### config.mk
export PLATFORM = sky130hd
export DESIGN_NAME = cfg_status_irq
export DESIGN_NICKNAME = d
export VERILOG_FILES = /design/src/rtl/cfgmon_pkg.sv /design/src/rtl/cfgmon_sync.sv /design/src/rtl/cfgmon_regs.sv /design/src/rtl/cfgmon_detect.sv /design/src/rtl/cfg_status_irq.sv
export SDC_FILE = /design/constraint.sdc
export NUM_CORES = 1
export LEC_CHECK = 0
export BUFFER_PORTS_ARGS = -buffer_cell sky130_fd_sc_hd__buf_2
export CAP_MARGIN = 20
export CORE_ASPECT_RATIO = 0.8
export CORE_MARGIN = 2
export CORE_UTILIZATION = 50
export CTS_CLUSTER_SIZE = 8
export DETAILED_ROUTE_END_ITERATION = 6
export HOLD_SLACK_MARGIN = 0.12
export PLACE_DENSITY_LB_ADDON = 0.05
export RECOVER_POWER = 25
export SYNTH_ARGS = -nofsm -noshare
export SYNTH_HDL_FRONTEND = slang
export SYNTH_SLANG_ARGS = --single-unit
### constraint.sdc
create_clock -name clk_i -period 4 [get_ports clk_i]
set_input_delay 0.6 -clock clk_i [delete_from_list [all_inputs] [get_ports clk_i]]
set_output_delay 0.6 -clock clk_i [all_outputs]
set_load 0.02 [all_outputs]
### src/rtl/cfgmon_pkg.sv
`timescale 1ns/1ps
package cfgmon_pkg;

    // Number of monitored status lines; every register uses this layout.
    localparam int unsigned LINES = 12;

    // Bit positions shared by all registers.
    typedef enum int unsigned {
        ST_CHIP_OK        = 0,
        ST_LOAD_DONE      = 1,
        ST_WAKE_DONE      = 2,
        ST_CHECK_ERR      = 3,
        ST_LINK_LOAD_DONE = 4,
        ST_PART_READY     = 5,
        ST_PART_ERR       = 6,
        ST_PART_DONE      = 7,
        ST_RECONF_PIN     = 8,
        ST_CHIP_OK_PIN    = 9,
        ST_LOAD_DONE_PIN  = 10,
        ST_POWER_GOOD     = 11
    } line_pos_e;

    // Byte addresses of the register window.
    localparam int unsigned ADR_ARM      = 32'h830;
    localparam int unsigned ADR_HIDE     = 32'h834;
    localparam int unsigned ADR_KIND     = 32'h838;
    localparam int unsigned ADR_POL      = 32'h83C;
    localparam int unsigned ADR_PEND_MSK = 32'h840;
    localparam int unsigned ADR_PEND_RAW = 32'h844;
    localparam int unsigned ADR_ACK      = 32'h84C;
    localparam int unsigned ADR_LIVE     = 32'h850;

    typedef enum logic {
        TRIG_LEVEL = 1'b0,
        TRIG_EDGE  = 1'b1
    } trig_e;

    typedef logic [LINES-1:0] line_vec_t;

    // Per-line configuration carried from the register file to the detectors.
    typedef struct packed {
        line_vec_t arm;
        line_vec_t hide;
        line_vec_t edge_mode;
        line_vec_t act_high;
    } cfg_t;

    // Pending state and its filtered view.
    typedef struct packed {
        line_vec_t raw;
        line_vec_t masked;
    } pend_t;

    // True for each line that sits at its active level.
    function automatic line_vec_t at_active(input line_vec_t level, input line_vec_t act_high);
        return ~(level ^ act_high);
    endfunction

    // Remove hidden lines from a pending vector.
    function automatic line_vec_t filter_hidden(input line_vec_t pend, input line_vec_t hide);
        return pend & ~hide;
    endfunction

endpackage

### src/rtl/cfgmon_sync.sv
`timescale 1ns/1ps
module cfgmon_sync
    import cfgmon_pkg::*;
#(
    parameter int unsigned STAGES = 2
) (
    input  logic      clk_i,
    input  logic      rst_i,
    input  line_vec_t async_i,
    output line_vec_t cur_o,
    output line_vec_t prev_o
);

    localparam int unsigned DEPTH = STAGES + 1;

    line_vec_t chain_q [DEPTH];

    always_ff @(posedge clk_i) begin
        if (rst_i) chain_q[0] <= '0;
        else       chain_q[0] <= async_i;
    end

    for (genvar k = 1; k < DEPTH; k++) begin : g_stage
        always_ff @(posedge clk_i) begin
            if (rst_i) chain_q[k] <= '0;
            else       chain_q[k] <= chain_q[k-1];
        end
    end

    assign cur_o  = chain_q[STAGES-1];
    assign prev_o = chain_q[STAGES];

    // The stage behind the output always holds the output's previous value.
    assert_prev_follows_R5: assert property (@(posedge clk_i) disable iff (rst_i)
        1'b1 |=> prev_o == $past(cur_o));

endmodule

### src/rtl/cfgmon_regs.sv
`timescale 1ns/1ps
module cfgmon_regs
    import cfgmon_pkg::*;
#(
    parameter int unsigned ADDR_W = 12,
    parameter int unsigned DATA_W = 32
) (
    input  logic              clk_i,
    input  logic              rst_i,
    input  logic              wr_en_i,
    input  logic [ADDR_W-1:0] addr_i,
    input  logic [DATA_W-1:0] wdata_i,
    input  pend_t             pend_i,
    input  line_vec_t         live_i,
    output cfg_t              cfg_o,
    output line_vec_t         ack_o,
    output logic [DATA_W-1:0] rdata_o
);

    localparam logic [ADDR_W-1:0] A_ARM  = ADDR_W'(ADR_ARM);
    localparam logic [ADDR_W-1:0] A_HIDE = ADDR_W'(ADR_HIDE);
    localparam logic [ADDR_W-1:0] A_KIND = ADDR_W'(ADR_KIND);
    localparam logic [ADDR_W-1:0] A_POL  = ADDR_W'(ADR_POL);
    localparam logic [ADDR_W-1:0] A_PMSK = ADDR_W'(ADR_PEND_MSK);
    localparam logic [ADDR_W-1:0] A_PRAW = ADDR_W'(ADR_PEND_RAW);
    localparam logic [ADDR_W-1:0] A_ACK  = ADDR_W'(ADR_ACK);
    localparam logic [ADDR_W-1:0] A_LIVE = ADDR_W'(ADR_LIVE);

    cfg_t      cfg_q;
    line_vec_t wr_bits;
    logic      unused_hi;

    assign wr_bits   = wdata_i[LINES-1:0];
    assign unused_hi = ^wdata_i[DATA_W-1:LINES];

    always_ff @(posedge clk_i) begin
        if (rst_i) begin
            cfg_q <= '0;
        end else if (wr_en_i) begin
            case (addr_i)
                A_ARM:   cfg_q.arm       <= wr_bits;
                A_HIDE:  cfg_q.hide      <= wr_bits;
                A_KIND:  cfg_q.edge_mode <= wr_bits;
                A_POL:   cfg_q.act_high  <= wr_bits;
                default: ;
            endcase
        end
    end

    assign cfg_o = cfg_q;
    assign ack_o = (wr_en_i && addr_i == A_ACK) ? wr_bits : '0;

    always_comb begin
        rdata_o = '0;
        case (addr_i)
            A_ARM:   rdata_o[LINES-1:0] = cfg_q.arm;
            A_HIDE:  rdata_o[LINES-1:0] = cfg_q.hide;
            A_KIND:  rdata_o[LINES-1:0] = cfg_q.edge_mode;
            A_POL:   rdata_o[LINES-1:0] = cfg_q.act_high;
            A_PMSK:  rdata_o[LINES-1:0] = pend_i.masked;
            A_PRAW:  rdata_o[LINES-1:0] = pend_i.raw;
            A_LIVE:  rdata_o[LINES-1:0] = live_i;
            default: rdata_o = '0;
        endcase
    end

    // A write to the arm register is visible on the next cycle.
    assert_arm_store_R3: assert property (@(posedge clk_i) disable iff (rst_i)
        wr_en_i && addr_i == A_ARM |=> cfg_o.arm == $past(wr_bits));

    // A write that targets no control register leaves the configuration alone.
    assert_stray_write_R12: assert property (@(posedge clk_i) disable iff (rst_i)
        wr_en_i && addr_i != A_ARM && addr_i != A_HIDE && addr_i != A_KIND && addr_i != A_POL
        |=> $stable(cfg_o));

endmodule

### src/rtl/cfgmon_detect.sv
`timescale 1ns/1ps
module cfgmon_detect
    import cfgmon_pkg::*;
(
    input  logic      clk_i,
    input  logic      rst_i,
    input  cfg_t      cfg_i,
    input  line_vec_t cur_i,
    input  line_vec_t prev_i,
    input  line_vec_t ack_i,
    output line_vec_t pend_o
);

    line_vec_t active;

    assign active = at_active(cur_i, cfg_i.act_high);

    for (genvar i = 0; i < LINES; i++) begin : g_line
        logic  hit_edge;
        logic  pend_q;
        trig_e kind;

        assign kind     = trig_e'(cfg_i.edge_mode[i]);
        assign hit_edge = active[i] && (cur_i[i] != prev_i[i]);

        always_ff @(posedge clk_i) begin
            if (rst_i) begin
                pend_q <= 1'b0;
            end else if (!cfg_i.arm[i]) begin
                pend_q <= 1'b0;
            end else if (kind == TRIG_EDGE) begin
                // A new edge wins over an acknowledge in the same cycle.
                pend_q <= hit_edge | (pend_q & ~ack_i[i]);
            end else begin
                pend_q <= active[i] & ~ack_i[i];
            end
        end

        assign pend_o[i] = pend_q;

        // Level mode: an armed line at its polarity level becomes pending.
        assert_level_sets_R4: assert property (@(posedge clk_i) disable iff (rst_i)
            cfg_i.arm[i] && !cfg_i.edge_mode[i] && (cur_i[i] == cfg_i.act_high[i]) && !ack_i[i]
            |=> pend_o[i]);

        // Edge mode: pending holds until acknowledged.
        assert_edge_holds_R5: assert property (@(posedge clk_i) disable iff (rst_i)
            pend_o[i] && cfg_i.arm[i] && cfg_i.edge_mode[i] && !ack_i[i] |=> pend_o[i]);

        // Acknowledge without a fresh edge clears an edge-mode bit.
        assert_ack_clears_R7: assert property (@(posedge clk_i) disable iff (rst_i)
            ack_i[i] && cfg_i.edge_mode[i] && (cur_i[i] == prev_i[i]) |=> !pend_o[i]);

        // A disarmed line is not pending one edge later.
        assert_disarmed_idle_R10: assert property (@(posedge clk_i) disable iff (rst_i)
            !cfg_i.arm[i] |=> !pend_o[i]);

        // An active edge sets the bit even with an acknowledge present.
        assert_edge_beats_ack_R11: assert property (@(posedge clk_i) disable iff (rst_i)
            cfg_i.arm[i] && cfg_i.edge_mode[i] && (cur_i[i] == cfg_i.act_high[i])
            && (cur_i[i] != prev_i[i]) |=> pend_o[i]);
    end

endmodule

### src/rtl/cfg_status_irq.sv
`timescale 1ns/1ps
module cfg_status_irq
    import cfgmon_pkg::*;
#(
    parameter int unsigned SYNC_STAGES = 2,
    parameter int unsigned ADDR_W      = 12,
    parameter int unsigned DATA_W      = 32
) (
    input  logic              clk_i,
    input  logic              rst_i,
    input  logic [LINES-1:0]  status_i,
    input  logic              wr_en_i,
    input  logic [ADDR_W-1:0] addr_i,
    input  logic [DATA_W-1:0] wdata_i,
    output logic [DATA_W-1:0] rdata_o,
    output logic              irq_o
);

    line_vec_t cur;
    line_vec_t prev;
    line_vec_t ack;
    cfg_t      cfg;
    pend_t     pend;

    cfgmon_sync #(
        .STAGES (SYNC_STAGES)
    ) i_sync (
        .clk_i   (clk_i),
        .rst_i   (rst_i),
        .async_i (status_i),
        .cur_o   (cur),
        .prev_o  (prev)
    );

    cfgmon_regs #(
        .ADDR_W (ADDR_W),
        .DATA_W (DATA_W)
    ) i_regs (
        .clk_i   (clk_i),
        .rst_i   (rst_i),
        .wr_en_i (wr_en_i),
        .addr_i  (addr_i),
        .wdata_i (wdata_i),
        .pend_i  (pend),
        .live_i  (cur),
        .cfg_o   (cfg),
        .ack_o   (ack),
        .rdata_o (rdata_o)
    );

    cfgmon_detect i_detect (
        .clk_i  (clk_i),
        .rst_i  (rst_i),
        .cfg_i  (cfg),
        .cur_i  (cur),
        .prev_i (prev),
        .ack_i  (ack),
        .pend_o (pend.raw)
    );

    assign pend.masked = filter_hidden(pend.raw, cfg.hide);
    assign irq_o       = |pend.masked;

    // The request is raised only for a pending line that is not hidden.
    assert_irq_source_R9: assert property (@(posedge clk_i) disable iff (rst_i)
        irq_o |-> $countones(pend.raw & ~cfg.hide) != 0);

    // Nothing is pending in the cycle after reset is released.
    assert_quiet_after_reset_R1: assert property (@(posedge clk_i)
        $fell(rst_i) |-> !irq_o);

endmodule

* Yosys cells after proc, flatten, opt, wreduce, memory -nomap -nowiden *
Memory sizes are Yosys's and may differ from the RTL's.
Cells that the tools add are included.

word-level totals
  output and inout bits = 33
  bits of input ports = 59
  RAM bits = 36
  logic and storage cells = 154
  register bits = 60
  latch bits = 0
  memory bits (read-only) = 0
  memories = 1

memories
  memory          words  width  read ports  clocked after Yosys merged registers in  write ports  RTL line           text
  i_sync.chain_q  3      12     3           0                                        3            cfgmon_sync.sv:16  line_vec_t chain_q [DEPTH];

cells by class
  bitwise gates (word level) = 67
  shift-type cells = 0
  multiply operators = 0
  mux-type cells = 20
  reduce and logical (&&, ||, !) cells = 30
  order comparisons = 0
  add/sub/neg operators = 0
  equal/unequal tests = 20
  div/mod/pow operators = 0

operators with widths
  cell                                         number
  12-bit equality test, second input constant  8
  12-bit case mux with 7 select lines          1
  12-bit two-way mux                           4
  1-bit AND                                    24
  1-bit inverter                               24
  12-bit inverter                              2
  2-bit OR reduction                           12
  1-bit two-way mux                            15
  1-bit bitwise OR                             15
  1-bit logical AND                            13
  12-bit AND                                   1
  1-bit inequality test                        12
  12-bit OR reduction                          1
  12-bit XOR                                   1
  2-bit AND reduction                          4

* Depth between registers and ports, before layout *
  word-level depth = 7
  gate-level depth with buffers = 6
  gate-level depth less buffers = 4

* Hierarchy *
A second synthesis with hierarchy kept.

second synthesis, totals
  cells, all modules = 511
  area total of the unflattened synthesis = 4979.8 um^2

modules (own cells, without submodules)
  module          times used  area each (um^2)  cells each  seq. area each (um^2)
  cfgmon_regs     1           2765.2            299         960.9
  cfgmon_detect   1           1057.3            121         240.2
  cfgmon_sync     1           994.7             75          720.7
  cfg_status_irq  1           162.7             16          0.0

* Worst setup path after synthesis *
No wires, ideal clock.

  kind = input-to-output
  start point = input port addr_i[9]
  end point = output port rdata_o[4]
  path buffers = 1
  data required time = 3.400 ns
  setup slack = 1.699 ns
  arrival time = 1.701 ns
  stages on the path = 5
  cells stage by stage = and4bb_4 nand2_2 nor3b_2 buf_4 a221o_1

on the way
  word-level cells in the longest chain between the ends = 2
  elaborated cells between the ends (all ways) = 8
  classes of those cells = eq/ne: 7; mux: 1

ends and longest elaborated chain
  what                                     RTL line              text
  from (decl)                              cfg_status_irq.sv:13  input logic [ADDR_W-1:0] addr_i,
  12-bit equality test                     cfgmon_regs.sv:55     case (addr_i)
  12-bit case mux with 7 select lines (*)  cfgmon_regs.sv:55
  to (decl)                                cfg_status_irq.sv:15  output logic [DATA_W-1:0] rdata_o,

Every way passes the cells marked *; elsewhere a longest branch is shown, timed or not.

* Worst setup path after layout *
  start point = input port rst_i
  end point = register i_detect.g_line[8].pend_q

on the way
  word-level cells in the longest chain between the ends = 1

ends and longest elaborated chain
  what                                 RTL line              text
  from (decl)                          cfg_status_irq.sv:10  input logic rst_i,
  2-bit OR reduction (no source line)  -
  to (signal assigned)                 cfgmon_detect.sv:33   pend_q <= hit_edge | (pend_q & ~ack_i[i]);
  to (signal assigned)                 cfgmon_detect.sv:35   pend_q <= active[i] & ~ack_i[i];
  to (decl)                            cfgmon_detect.sv:20   logic pend_q;

No other way between the ends.
A chain may end at the register's enable or synchronous reset.

==> run metrics <==
status=finished with violations; failing checks=max-capacitance violations, max-slew violations; Final nets=617; Post-DRT Antenna Nets=0; Final GP Congestion=about 0.88; largest net degree at the start of global routing=50; post-synthesis adder-cell area fraction=0%; category of the most critical setup path=input port to register; clock buffer count from CTS=9; clk sinks=between 90 and 100; Post-Route Setup TNS=0 ns; crit path DAT=roughly 3.3 ns; placed wire-length estimate=6978 µm; DIE AREA=10,160 µm²; met3 usage=under 10%; fin crit period=approximately 3 ns; met2 Track Usage GR=33.33%; Longest Clk Path Bufs=2; Die Wd=approximately 110 µm; r2r worst-path depth=3; most numerous cell in the Yosys netlist=dfxtp_1; RSZ-0062 raised after global routing=no; pwr dens=385.8 nW/µm²; reg2reg setup slack=roughly 3.1 ns; first-pass GRT wire length=about 18,000 µm; initial antenna violation count=0; largest delay contributor family on the critical path=buffers and inverters; WHS Path Cells=1; routed wire length=~11,000 µm; Tcrit/Tclk final=a little under 80%; Placed Area=approximately 4900 µm²; Final Skew=0.003704 ns; main flop type after synthesis=dfxtp_1; total congestion overflow=0; Post-CTS Resized=0; share of the synthesized area in the top cell type=between 40% and 50%; proportion of layout cells with a drive suffix above 1=around 15%; synth top area cells=dfxtp_1 (41%), mux2i_1 (15%), nor2b_1 (7.2%), nor2_1 (5.4%), buf_4 (4.3%); Worst-path clk slew=~0.07 ns; drt first pass iters=4; max-slew violation count=between 40 and 50; LEAKAGE=2.340 nW; via count of the first global-routing pass=approximately 3,400; H-tree depth=3; synthesized area per cell=around 9.0 µm²; Place WS=between 0.9 and 1 ns; Worst-Margin Slew=2.105 ns; grt peak-use layer=met2; Critical Path End Type=register; post-synth cell types=37; # diodes=0; Startpoint Class=input port; largest family of logic cells by synthesized area=simple AND/OR/NAND/NOR gates; die height=roughly 91 µm; Post-synth EDFFs=0; number of setup buffers added after CTS=0; yosys warns=0; Starting Density=51.60%; crit-path max cell delay=around 1.5 ns; Design Power=just over 2 mW; Slew headroom=-40.35%; Vias=between 3,000 and 4,000; worst path cell trace=clkbuf_1, clkbuf_2, nor2b_1, o21ai_0, a21oi_1; reg2reg start=i_regs.cfg_o[10]; wire per inst=roughly 16 µm; clock latency at the later pin of the worst-skew pair=0.34 ns; register bit total from synthesis=96; Hold Buf Count CTS=0; multiplexer share of the synthesized area=between 15 and 20%; CTS tree=built; met1 Usage GRT=between 30 and 40%; Detailed Route Iter0 Violations=239; Via density=roughly 5.4; Peak VDD IR=between 0.0002 and 0.0003 V; port bufs=51; total core area=just over 9000 µm²; fin area=5221 µm²; Post-synth ARST share=0%; fmax=~320 MHz; setup ws final=approximately 0.91 ns; Layout area overhead=11.49%; Compound-Gate Fraction of Synth Area=roughly an eighth; slowest cell on the critical path=clkbuf_1; total global-route track usage=22.09%; Synth Area in XOR/XNOR=2.244%; Cell Rows=31; hold endpoint=i_sync.chain_q[1][11]; Clock Root Buffer=clkbuf_16; critical path peak fanout=~50; HP Class=register to register; DRC=0; sequential-to-total area share from yosys stat=about two fifths; max cap viols=1; final hold vios=0; Post-Synth Simple-Gate Area=22.01%; hold path startpoint=i_sync.chain_q[0][11]; Synth Instances=around 520; final setup fails=0; top cells by count, synth=dfxtp_1 (96), mux2i_1 (70), nor2_1 (67), nor2b_1 (54), o21ai_0 (31); area leader, netlist=dfxtp_1; FF-to-FF End=i_detect.g_line[10].pend_q; Buf/Inv on CP=2; # fillers=approximately 860; Critical Path RT=4.23 ns; Post-Syn Area=4683 µm²; I/O pin count=about 90
sequential cells by signal, indices dropped and copies added (netlist names):
| register | count |
|---|---|
| i_detect.g_line.pend_q | 12 |
| i_regs.cfg_o | 48 |
| i_sync.chain_q | 36 |
power by group:
group,internal [mW],total (mW),switching (mW)
logic,0.0379,0.113,0.0755
clock network,0.549,0.921,0.373
registers,0.970,0.980,0.00973
total,1.56,2.01,0.458
how the worst max path moves through the flow:
stage | start | endpoint | cells after the start
floorplan | addr_i[9] | rdata_o[4] | 5
global placement | addr_i[2] | rdata_o[5] | 6
detailed placement | addr_i[2] | rdata_o[5] | 6
CTS | addr_i[2] | rdata_o[5] | 6
global route | rst_i | i_detect.g_line[8].pend_q | 5
finish | rst_i | i_detect.g_line[8].pend_q | 5
stage by stage:
| step | hold WS (ns) | std cells | util, % |
|---|---|---|---|
| after detailed placement | 0.4231 | 662 | 54.22 |
| after global placement | 0.4165 | 662 | 54.22 |
| final | 0.4364 | 677 | 57.53 |
| after CTS | 0.4389 | 677 | 57.71 |
| after floorplan | 0.4138 | 537 | - |
| after global routing | 0.4578 | 677 | 57.53 |
cell usage in the layout (no fill, tap or decap), types with 3 or more instances in the layout:
master	instances
a221o_1	11
a21oi_1	12
nand2_1	15
dfxtp_1	96
nand3_1	13
mux2i_1	70
xnor2_1	12
o2bb2ai_1	6
conb_1	20
buf_4	4
clkbuf_16	9
nor3_1	6
nor3b_1	14
o22ai_1	20
buf_2	50
a221oi_1	3
nor2b_1	54
nand4_2	3
o21ai_0	31
nor2_1	67
inv_1	19
final cells by class:
cell class / instances / area [µm²] / share of cell area [%]
Timing Repair Buffer: 56 / 289.0 / 5.536
Clock inverter: 6 / 91.34 / 1.749
Inverter: 19 / 71.32 / 1.366
Sequential cell: 96 / 1922 / 36.81
Clock buffer: 9 / 225.2 / 4.313
Tap cell: 115 / 143.9 / 2.756
Multi-Input combinational cell: 376 / 2479 / 47.47
logic make-up (layout without fill, tap and decap cells):
group | Yosys count | count (layout)
AND/OR/NAND/NOR | 187 | 187
XOR/XNOR | 12 | 12
other | 1 | 20
multiplexers | 71 | 71
AO/OA/AOI/OAI | 86 | 86
buffers and inverters | 65 | 90
flip-flops | 96 | 96
metal layers:
| layer | part of all wire, % | up-vias |
|---|---|---|
| met5 | 0 | - |
| met4 | 0.96 | 0 |
| met3 | 8.9 | 12 |
| met2 | 44 | 122 |
| met1 | 46 | 1678 |
| li1 | - | 1844 |
No activity file was read; power rests on OpenSTA's default activity.
